`config.mk`:
```
export PLATFORM = sky130hd
export DESIGN_NAME = opx_seq
export DESIGN_NICKNAME = d
export VERILOG_FILES = /design/src/rtl/opx_pkg.sv /design/src/rtl/opx_step_fsm.sv /design/src/rtl/opx_addr_gen.sv /design/src/rtl/opx_hold_reg.sv /design/src/rtl/opx_seq.sv
export SDC_FILE = /design/constraint.sdc
export NUM_CORES = 1
export LEC_CHECK = 0
export ABC_AREA = 1
export BUFFER_PORTS_ARGS = -buffer_cell sky130_fd_sc_hd__clkbuf_2
export CELL_PAD_IN_SITES_DETAIL_PLACEMENT = 1
export CELL_PAD_IN_SITES_GLOBAL_PLACEMENT = 2
export CORE_MARGIN = 10
export CORE_UTILIZATION = 27
export DETAILED_ROUTE_END_ITERATION = 10
export PLACE_DENSITY = 0.93
export SLEW_MARGIN = 20
export SYNTH_ARGS = -nofsm -noshare
export SYNTH_HDL_FRONTEND = slang
export SYNTH_SLANG_ARGS = --single-unit
```
`constraint.sdc`:
```
create_clock -name clk -period 4 [get_ports clk]
set_input_delay 1 -clock clk [delete_from_list [all_inputs] [get_ports clk]]
set_output_delay 1 -clock clk [all_outputs]
set_load 0.005 [all_outputs]
```
`src/rtl/opx_pkg.sv`:
```
package opx_pkg;
  typedef enum logic [1:0] {
    ST_IDLE   = 2'd0,
    ST_FIRST  = 2'd1,
    ST_SECOND = 2'd2
  } opx_state_e;
endpackage

```
`src/rtl/opx_step_fsm.sv`:
```
module opx_step_fsm
  import opx_pkg::*;
(
  input  logic clk,
  input  logic rst,
  input  logic req,
  input  logic dir_in,
  input  logic done,
  output logic capture,
  output logic advance,
  output logic latch,
  output logic ack,
  output logic cmd_valid,
  output logic cmd_mem,
  output logic cmd_write
);
  opx_state_e state_q, state_n;
  logic dir_q, dir_n;

  always_comb begin
    state_n = state_q;
    capture = 1'b0;
    advance = 1'b0;
    latch   = 1'b0;
    unique case (state_q)
      ST_IDLE: if (req) begin
        state_n = ST_FIRST;
        capture = 1'b1;
      end
      ST_FIRST: if (done) begin
        state_n = ST_SECOND;
        latch   = 1'b1;
      end
      ST_SECOND: if (done) begin
        if (req) begin
          state_n = ST_FIRST;
          advance = 1'b1;
        end else begin
          state_n = ST_IDLE;
        end
      end
      default: state_n = ST_IDLE;
    endcase
    dir_n = capture ? dir_in : dir_q;
  end

  always_ff @(posedge clk) begin
    if (rst) begin
      state_q   <= ST_IDLE;
      dir_q     <= 1'b0;
      ack       <= 1'b0;
      cmd_valid <= 1'b0;
      cmd_mem   <= 1'b0;
      cmd_write <= 1'b0;
    end else begin
      state_q   <= state_n;
      dir_q     <= dir_n;
      ack       <= (state_n == ST_FIRST);
      cmd_valid <= (state_n != ST_IDLE);
      cmd_write <= (state_n == ST_SECOND);
      cmd_mem   <= (state_n == ST_FIRST)  ? dir_n :
                   (state_n == ST_SECOND) ? ~dir_n : 1'b0;
    end
  end

  assert_ack_first_R6: assert property (@(posedge clk) disable iff (rst)
    ack |-> (cmd_valid && !cmd_write));
  assert_hold_cmd_R7: assert property (@(posedge clk) disable iff (rst)
    (cmd_valid && !done) |=> (cmd_valid && $stable(cmd_write) && $stable(cmd_mem)));
  assert_space_swap_R3: assert property (@(posedge clk) disable iff (rst)
    (cmd_valid && !cmd_write && done) |=> (cmd_valid && cmd_write && (cmd_mem != $past(cmd_mem))));
  assert_start_R2: assert property (@(posedge clk) disable iff (rst)
    (!cmd_valid && req) |=> (cmd_valid && ack));
  assert_idle_quiet_R10: assert property (@(posedge clk) disable iff (rst)
    (!cmd_valid && !req) |=> !cmd_valid);
endmodule

```
`src/rtl/opx_addr_gen.sv`:
```
module opx_addr_gen #(
  parameter int AW   = 24,
  parameter int STEP = 2
) (
  input  logic          clk,
  input  logic          rst,
  input  logic          capture,
  input  logic          advance,
  input  logic [AW-1:0] addr_in,
  output logic [AW-1:0] cur_addr
);
  localparam logic [AW-1:0] STEP_V = AW'(STEP);

  always_ff @(posedge clk) begin
    if (rst)          cur_addr <= '0;
    else if (capture) cur_addr <= addr_in;
    else if (advance) cur_addr <= cur_addr + STEP_V;
  end
endmodule

```
`src/rtl/opx_hold_reg.sv`:
```
module opx_hold_reg #(
  parameter int DW = 16
) (
  input  logic          clk,
  input  logic          rst,
  input  logic          load,
  input  logic [DW-1:0] din,
  output logic [DW-1:0] dout
);
  always_ff @(posedge clk) begin
    if (rst)       dout <= '0;
    else if (load) dout <= din;
  end
endmodule

```
`src/rtl/opx_seq.sv`:
```
module opx_seq #(
  parameter int          AW        = 24,
  parameter int          DW        = 16,
  parameter int          STEP      = 2,
  parameter logic [AW-1:0] PORT_ADDR = 24'h0000FA
) (
  input  logic          clk,
  input  logic          rst,
  input  logic          xfer_req,
  input  logic          to_cop,
  input  logic [AW-1:0] opnd_addr,
  input  logic          bus_done,
  input  logic [DW-1:0] bus_rdata,
  output logic          xfer_ack,
  output logic          cmd_valid,
  output logic          cmd_mem,
  output logic          cmd_write,
  output logic [AW-1:0] cmd_addr,
  output logic [DW-1:0] cmd_wdata,
  output logic [DW-1:0] hold_data
);
  logic          capture, advance, latch;
  logic [AW-1:0] cur_addr;

  opx_step_fsm u_fsm (
    .clk(clk), .rst(rst), .req(xfer_req), .dir_in(to_cop), .done(bus_done),
    .capture(capture), .advance(advance), .latch(latch),
    .ack(xfer_ack), .cmd_valid(cmd_valid), .cmd_mem(cmd_mem), .cmd_write(cmd_write)
  );

  opx_addr_gen #(.AW(AW), .STEP(STEP)) u_addr (
    .clk(clk), .rst(rst), .capture(capture), .advance(advance),
    .addr_in(opnd_addr), .cur_addr(cur_addr)
  );

  opx_hold_reg #(.DW(DW)) u_hold (
    .clk(clk), .rst(rst), .load(latch), .din(bus_rdata), .dout(hold_data)
  );

  assign cmd_addr  = cmd_mem ? cur_addr : PORT_ADDR;
  assign cmd_wdata = hold_data;

  assert_hold_stable_R5: assert property (@(posedge clk) disable iff (rst)
    (cmd_valid && cmd_write && $past(cmd_valid && cmd_write)) |-> $stable(hold_data));
  assert_repeat_R8: assert property (@(posedge clk) disable iff (rst)
    (cmd_valid && cmd_write && bus_done && xfer_req) |=> (xfer_ack && (cmd_mem != $past(cmd_mem))));
  assert_addr_frozen_R9: assert property (@(posedge clk) disable iff (rst)
    (cmd_valid && cmd_mem && $past(cmd_valid && cmd_mem)) |-> $stable(cmd_addr));
  assert_io_port_R4: assert property (@(posedge clk) disable iff (rst)
    (cmd_valid && !cmd_mem) |-> (cmd_addr == PORT_ADDR));
endmodule

```
==> impl_metrics.toml, run 1 <==
[run_status]
outcome = "complete, no violations"

[clock_network]
root_buffer = "clkbuf_8"
cts_resized = 0
insertion_delay_ps = 300
holdBufCountCts = 0
cts.reportedPaths.clkPinSlew_ps = 100
clock_tree.buffer_depth = 2
post_cts_buffers = 0
cts.sinks = 47
cts_tree = "built"
cts_buffers = 5
h-tree-depth = 2

[setup_path]
crit_slowest_cell = "dfxtp_1"
arrival_ps = 1610
cp.required_ps = 3000
crit_path_start_kind = "flip-flop"
r2r_cells = 6
crit_path_end_kind = "output port"
cp_max_fo = 25
timing.rr.end = "u_addr.cur_addr[5]"
worstSetupPathType = "reg -> out"
rr_startpoint = "u_fsm.state_q[0]"
crit_chain = "nand2_1 > inv_1 > clkbuf_2"
reg2reg_slack_ps = 2020
cpPeakStageDelay_ps = 970

[synth]
synth_cell_types = 33
syn_nets = 482
synth.avg_cell_area_um2 = 6.39
synth_sequential_area_ratio_pct = 33.8
synthCells = 436
yosysWarnings = 0
netlist_area_um2 = 2790
synth_seq_cells = 47

[floorplanning]
die_y_um = 122
io_pins = 105
die-area_um2 = 14800
dieWidth_um = 122
start_util_pct = 27.4
std_cell_rows = 37
core_um2 = 10200

[timing]
report.final.slew_viol_count = 0
finalSetupViolations = 0
worst_pin_slew_ps = 971
rsz0062_at_grt = "false"
slew_headroom_pct = 35.2
fmax_ghz = 0.383
fin_setup_tns_ps = 0
timing.final.crit_period_ps = 2610
holdWs_ps = 486
fin_skew_ps = 7.51
finalHoldViolCount = 0
finalCritPeriodShare_pct = 65.3

[finish]
multi_input_area_um2 = 1440
drive_gt1_share_pct = 26.8
final.fill_count = 1368
ff_latch_area_um2 = 941
area_growth_pct = 20.3
antennaDiodeCount = 0
finalNetCount = 559

[power_and_ir_drop]
p_leak_nw = 1.59
worst_ir_drop_vdd_v = 0.000154
power.density_nw_per_um2 = 301

[flow_run]
cap_violations = 0

[drt]
route.detailed.drc = 0
post_drt_wl_per_cell_um = 15.2
avgViaCountPerCell = 4.57
num_vias = 2971
drtAntennaViolNets = 0
dr.pass1.iters = 5
drtIter0Drc = 146
wirelength_um = 9860

[worst_hold_path]
hold_depth = 2
min_to = "u_hold.dout[9]"
hp-class = "reg -> reg"
min_from = "u_hold.dout[9]"

[grt]
grt-ovfl-total = 0
grt_usage_pct = 13.1
grt_pass1_vias = 3178
antenna_found_initial = 0
grt_max_degree = 40
grt_pass1_wl_um = 15900

[placement]
gp_congestion = 0.854
portBuffers = 104
dp_hpwl_um = 7570
synth_stat cells:
cell type | number | area share, %
a21oi_1 | 37 | 6.6
a21oi_2 | 5 | 1.6
a221oi_1 | 1 | 0.31
a31oi_1 | 2 | 0.45
buf_1 | 2 | 0.27
buf_2 | 3 | 0.54
buf_4 | 20 | 5.4
buf_6 | 2 | 0.81
clkbuf_1 | 9 | 1.2
dfxtp_1 | 47 | 34
ha_1 | 1 | 0.45
inv_1 | 42 | 5.7
inv_2 | 5 | 0.67
mux2i_1 | 1 | 0.36
nand2_1 | 116 | 16
nand2_2 | 4 | 0.90
nand3_1 | 38 | 6.8
nand3b_1 | 5 | 1.3
nand4_1 | 2 | 0.45
nor2_1 | 52 | 7.0
nor2_2 | 5 | 1.1
nor2_4 | 4 | 1.6
nor3_1 | 2 | 0.36
nor3_2 | 1 | 0.36
nor3b_1 | 1 | 0.27
o211ai_1 | 1 | 0.27
o21a_1 | 2 | 0.54
o21ai_0 | 17 | 3.1
o21ai_1 | 3 | 0.54
o22ai_1 | 3 | 0.67
o32ai_1 | 1 | 0.31
xnor2_1 | 1 | 0.31
xor2_1 | 1 | 0.31
stage by stage:
stage	util, %	total power, mW	worst slack [ps]	instances	area, um^2
after detailed placement	32.0	0.722	1290	642	3260
after floorplan	-	0.650	2020	436	2790
after global routing	32.9	1.07	1160	650	3350
after global placement	32.0	0.714	1360	642	3260
final	32.9	1.01	1390	650	3350
after CTS	32.9	1.03	1290	650	3350
report_power, final:
part / switching [mW] / internal (mW) / leakage (nW)
combinational: 0.107 / 0.0715 / 1.16
sequential: 0.0356 / 0.494 / 0.384
clock: 0.178 / 0.124 / 0.0483
area by class of cell:
class                           count  area share, %
Sequential cell                    47           28.1
Tap cell                          136           5.08
Clock inverter                      3          0.560
Multi-Input combinational cell    306           43.0
Timing Repair Buffer              106           16.0
Inverter                           47           5.27
Clock buffer                        5           2.05
flip-flops by register name (all words and copies together) (netlist names):
name	cells
u_fsm.cmd_valid	1
u_fsm.dir_q	1
u_fsm.cmd_write	1
u_fsm.state_q	2
u_fsm.cmd_mem	1
u_hold.dout	16
u_fsm.ack	1
u_addr.cur_addr	24
cell families after synthesis:
kind of cell | share of synthesized area (%)
simple gates | 35.9
buf+inv | 14.5
xor+xnor | 0.629
fa+ha+maj | 0.449
mux | 0.359
flops | 33.8
compound gates | 14.4
critical path: cells and delay by family (launching register included):
family        cells  cell delay, ps
flops             1             970
simple gates      1             140
buf+inv           2             200
cell usage in the layout (no fill, tap or decap), types with 4 or more instances in the layout:
| cell | synthesis | final |
|---|---|---|
| a21oi_1 | 37 | 37 |
| a21oi_2 | 5 | 5 |
| clkbuf_2 | 0 | 104 |
| clkbuf_8 | 0 | 5 |
| dfxtp_1 | 47 | 47 |
| inv_1 | 42 | 42 |
| inv_2 | 5 | 5 |
| nand2_1 | 116 | 116 |
| nand2_2 | 4 | 4 |
| nand3_1 | 38 | 38 |
| nand3b_1 | 5 | 5 |
| nor2_1 | 52 | 52 |
| nor2_2 | 5 | 5 |
| nor2_4 | 4 | 4 |
| o21ai_0 | 17 | 17 |
how the worst max path moves through the flow:
stage                          to  cells after the start     startpoint
5_1_grt              cmd_addr[17]                      3  u_fsm.cmd_mem
3_5_place_dp   u_addr.cur_addr[5]                      6       xfer_req
3_3_place_gp   u_addr.cur_addr[5]                      6       xfer_req
4_1_cts              cmd_addr[12]                      3  u_fsm.cmd_mem
2_1_floorplan       u_fsm.cmd_mem                      8       bus_done
6_report             cmd_addr[12]                      3  u_fsm.cmd_mem
metal layers:
layer,vias up,GRT usage (%),share of wire [%]
li1,1525,-,-
met4,0,3.65,1.1
met2,52,23.9,51
met1,1388,14.7,43
met3,6,3.10,4.4
met5,-,0,0
No activity file was read; power rests on OpenSTA's default activity.
==> inputs of run 2 (changes only) <==
Settings changed: CORE_UTILIZATION 27 to 25, PLACE_DENSITY 0.93 to 0.87.
Clock period 4 ns to 2.6 ns, I/O delays scaled along.
==> impl_metrics.toml, run 2 (same netlist as run 1, synthesis figures left out) <==
[clock_network]
cts_buffers = 5
clock_tree.buffer_depth = 2
post_cts_buffers = 0
holdBufCountCts = 0
cts_resized = 0
cts.reportedPaths.clkPinSlew_ps = 110
root_buffer = "clkbuf_8"
cts.sinks = 47
cts_tree = "built"
h-tree-depth = 2
insertion_delay_ps = 310

[setup_path]
crit_path_start_kind = "flip-flop"
timing.rr.end = "u_addr.cur_addr[17]"
crit_chain = "buf_4 > nand2_1 > inv_1 > clkbuf_2"
arrival_ps = 1230
cp.required_ps = 1950
rr_startpoint = "u_addr.cur_addr[2]"
crit_slowest_cell = "dfxtp_1"
cpPeakStageDelay_ps = 320
crit_path_end_kind = "output port"
reg2reg_slack_ps = 840
cp_max_fo = 25
worstSetupPathType = "reg -> out"
r2r_cells = 10

[worst_hold_path]
hold_depth = 2
hp-class = "reg -> reg"
min_from = "u_hold.dout[4]"
min_to = "u_hold.dout[4]"

[timing]
timing.final.crit_period_ps = 1880
fmax_ghz = 0.532
rsz0062_at_grt = "false"
finalHoldViolCount = 0
fin_skew_ps = 14.3
slew_headroom_pct = 66.2
finalSetupViolations = 0
holdWs_ps = 488
fin_setup_tns_ps = 0
report.final.slew_viol_count = 0
worst_pin_slew_ps = 507
finalCritPeriodShare_pct = 72.3

[finish]
final_cell_mix = "116 x nand2_1, 104 x clkbuf_2, 52 x nor2_1"
reg.largest.list = "u_addr.cur_addr (24), u_hold.dout (16), u_fsm.state_q (2)"
drive_gt1_share_pct = 27.7
fin_area_um2 = 3430
finalNetCount = 565
area_growth_pct = 23.0
fin_util_pct = 31.5
mostFrequentLayoutCell = "nand2_1"
antennaDiodeCount = 0
regMostFlops = "u_addr.cur_addr"
largest_reg_flops = 24

[power_and_ir_drop]
power_mw = 1.67
p_leak_nw = 1.63
power.density_nw_per_um2 = 489
worst_ir_drop_vdd_v = 0.000245

[drt]
wirelength_um = 9950
avgViaCountPerCell = 4.54
post_drt_wl_per_cell_um = 15.1
num_vias = 2996
drtAntennaViolNets = 0
drtIter0Drc = 112
route.detailed.drc = 0
dr.pass1.iters = 4

[placement]
portBuffers = 104
dp_hpwl_um = 7930
gp_congestion = 0.884
postPlaceCellArea_um2 = 3310

[floorplanning]
die-area_um2 = 15800
core_um2 = 10900
io_pins = 105
die_y_um = 126
dieWidth_um = 126
std_cell_rows = 38
start_util_pct = 25.6

[grt]
grt_pass1_wl_um = 16500
grt_pass1_vias = 3243
grt_max_degree = 29
antenna_found_initial = 0
grt_usage_pct = 12.4
grt-ovfl-total = 0

[flow_run]
cap_violations = 0

[run_status]
outcome = "complete, no violations"
## run 2: cell types whose count changed in the layout (fill, tap and decap cells not counted), sizes merged
cell,previous run,this run
bufinv,0,1
buf,2,8
clkinv,2,0
clkinvlp,0,1
## run 2: worst max-delay path by stage
| stage | endpoint | from | slack, ps |
|---|---|---|---|
| 5_1_grt | cmd_addr[8] | u_fsm.cmd_mem | 580 |
| 3_3_place_gp | u_addr.cur_addr[7] | bus_done | 870 |
| 3_5_place_dp | u_addr.cur_addr[11] | xfer_req | 810 |
| 2_1_floorplan | u_fsm.cmd_mem | bus_done | 970 |
| 6_report | cmd_addr[8] | u_fsm.cmd_mem | 720 |
| 4_1_cts | cmd_addr[8] | u_fsm.cmd_mem | 700 |
## run 2: power breakdown
| part | internal (mW) | total [mW] | switching (mW) |
|---|---|---|---|
| combinational | 0.118 | 0.296 | 0.178 |
| sequential | 0.759 | 0.801 | 0.0412 |
| clock | 0.290 | 0.578 | 0.288 |
## run 2: area by class of cell
class | instances | area [um^2]
clock buffers | 5 | 68.8
clock inverters | 3 | 46.3
flip-flops and latches | 47 | 941
well taps | 140 | 175
inverters | 47 | 176
multi-input cells | 306 | 1440
fillers | 1450 | 7460
repair buffers | 112 | 581
## run 2: through the flow
stage	setup slack, ps	instances
after floorplan	970	436
after global placement	866	652
after detailed placement	810	652
after CTS	697	660
after global routing	583	660
final	721	660
## run 2: critical path: cells and delay by family (launching register included)
family	cells	cell delay (ps)
buf+inv	3	480
flops	1	320
simple gates	1	120
## run 2: metal layers
metal / share of wire (%) / wire (um) / GRT usage, % / vias up
met2: 54 / 5330 / 23.4 / 43
met1: 42 / 4140 / 13.7 / 1411
met5: 0 / 0 / 0 / -
met3: 3.8 / 380 / 2.62 / 6
met4: 1.0 / 99 / 3.18 / 0
li1: - / - / - / 1536
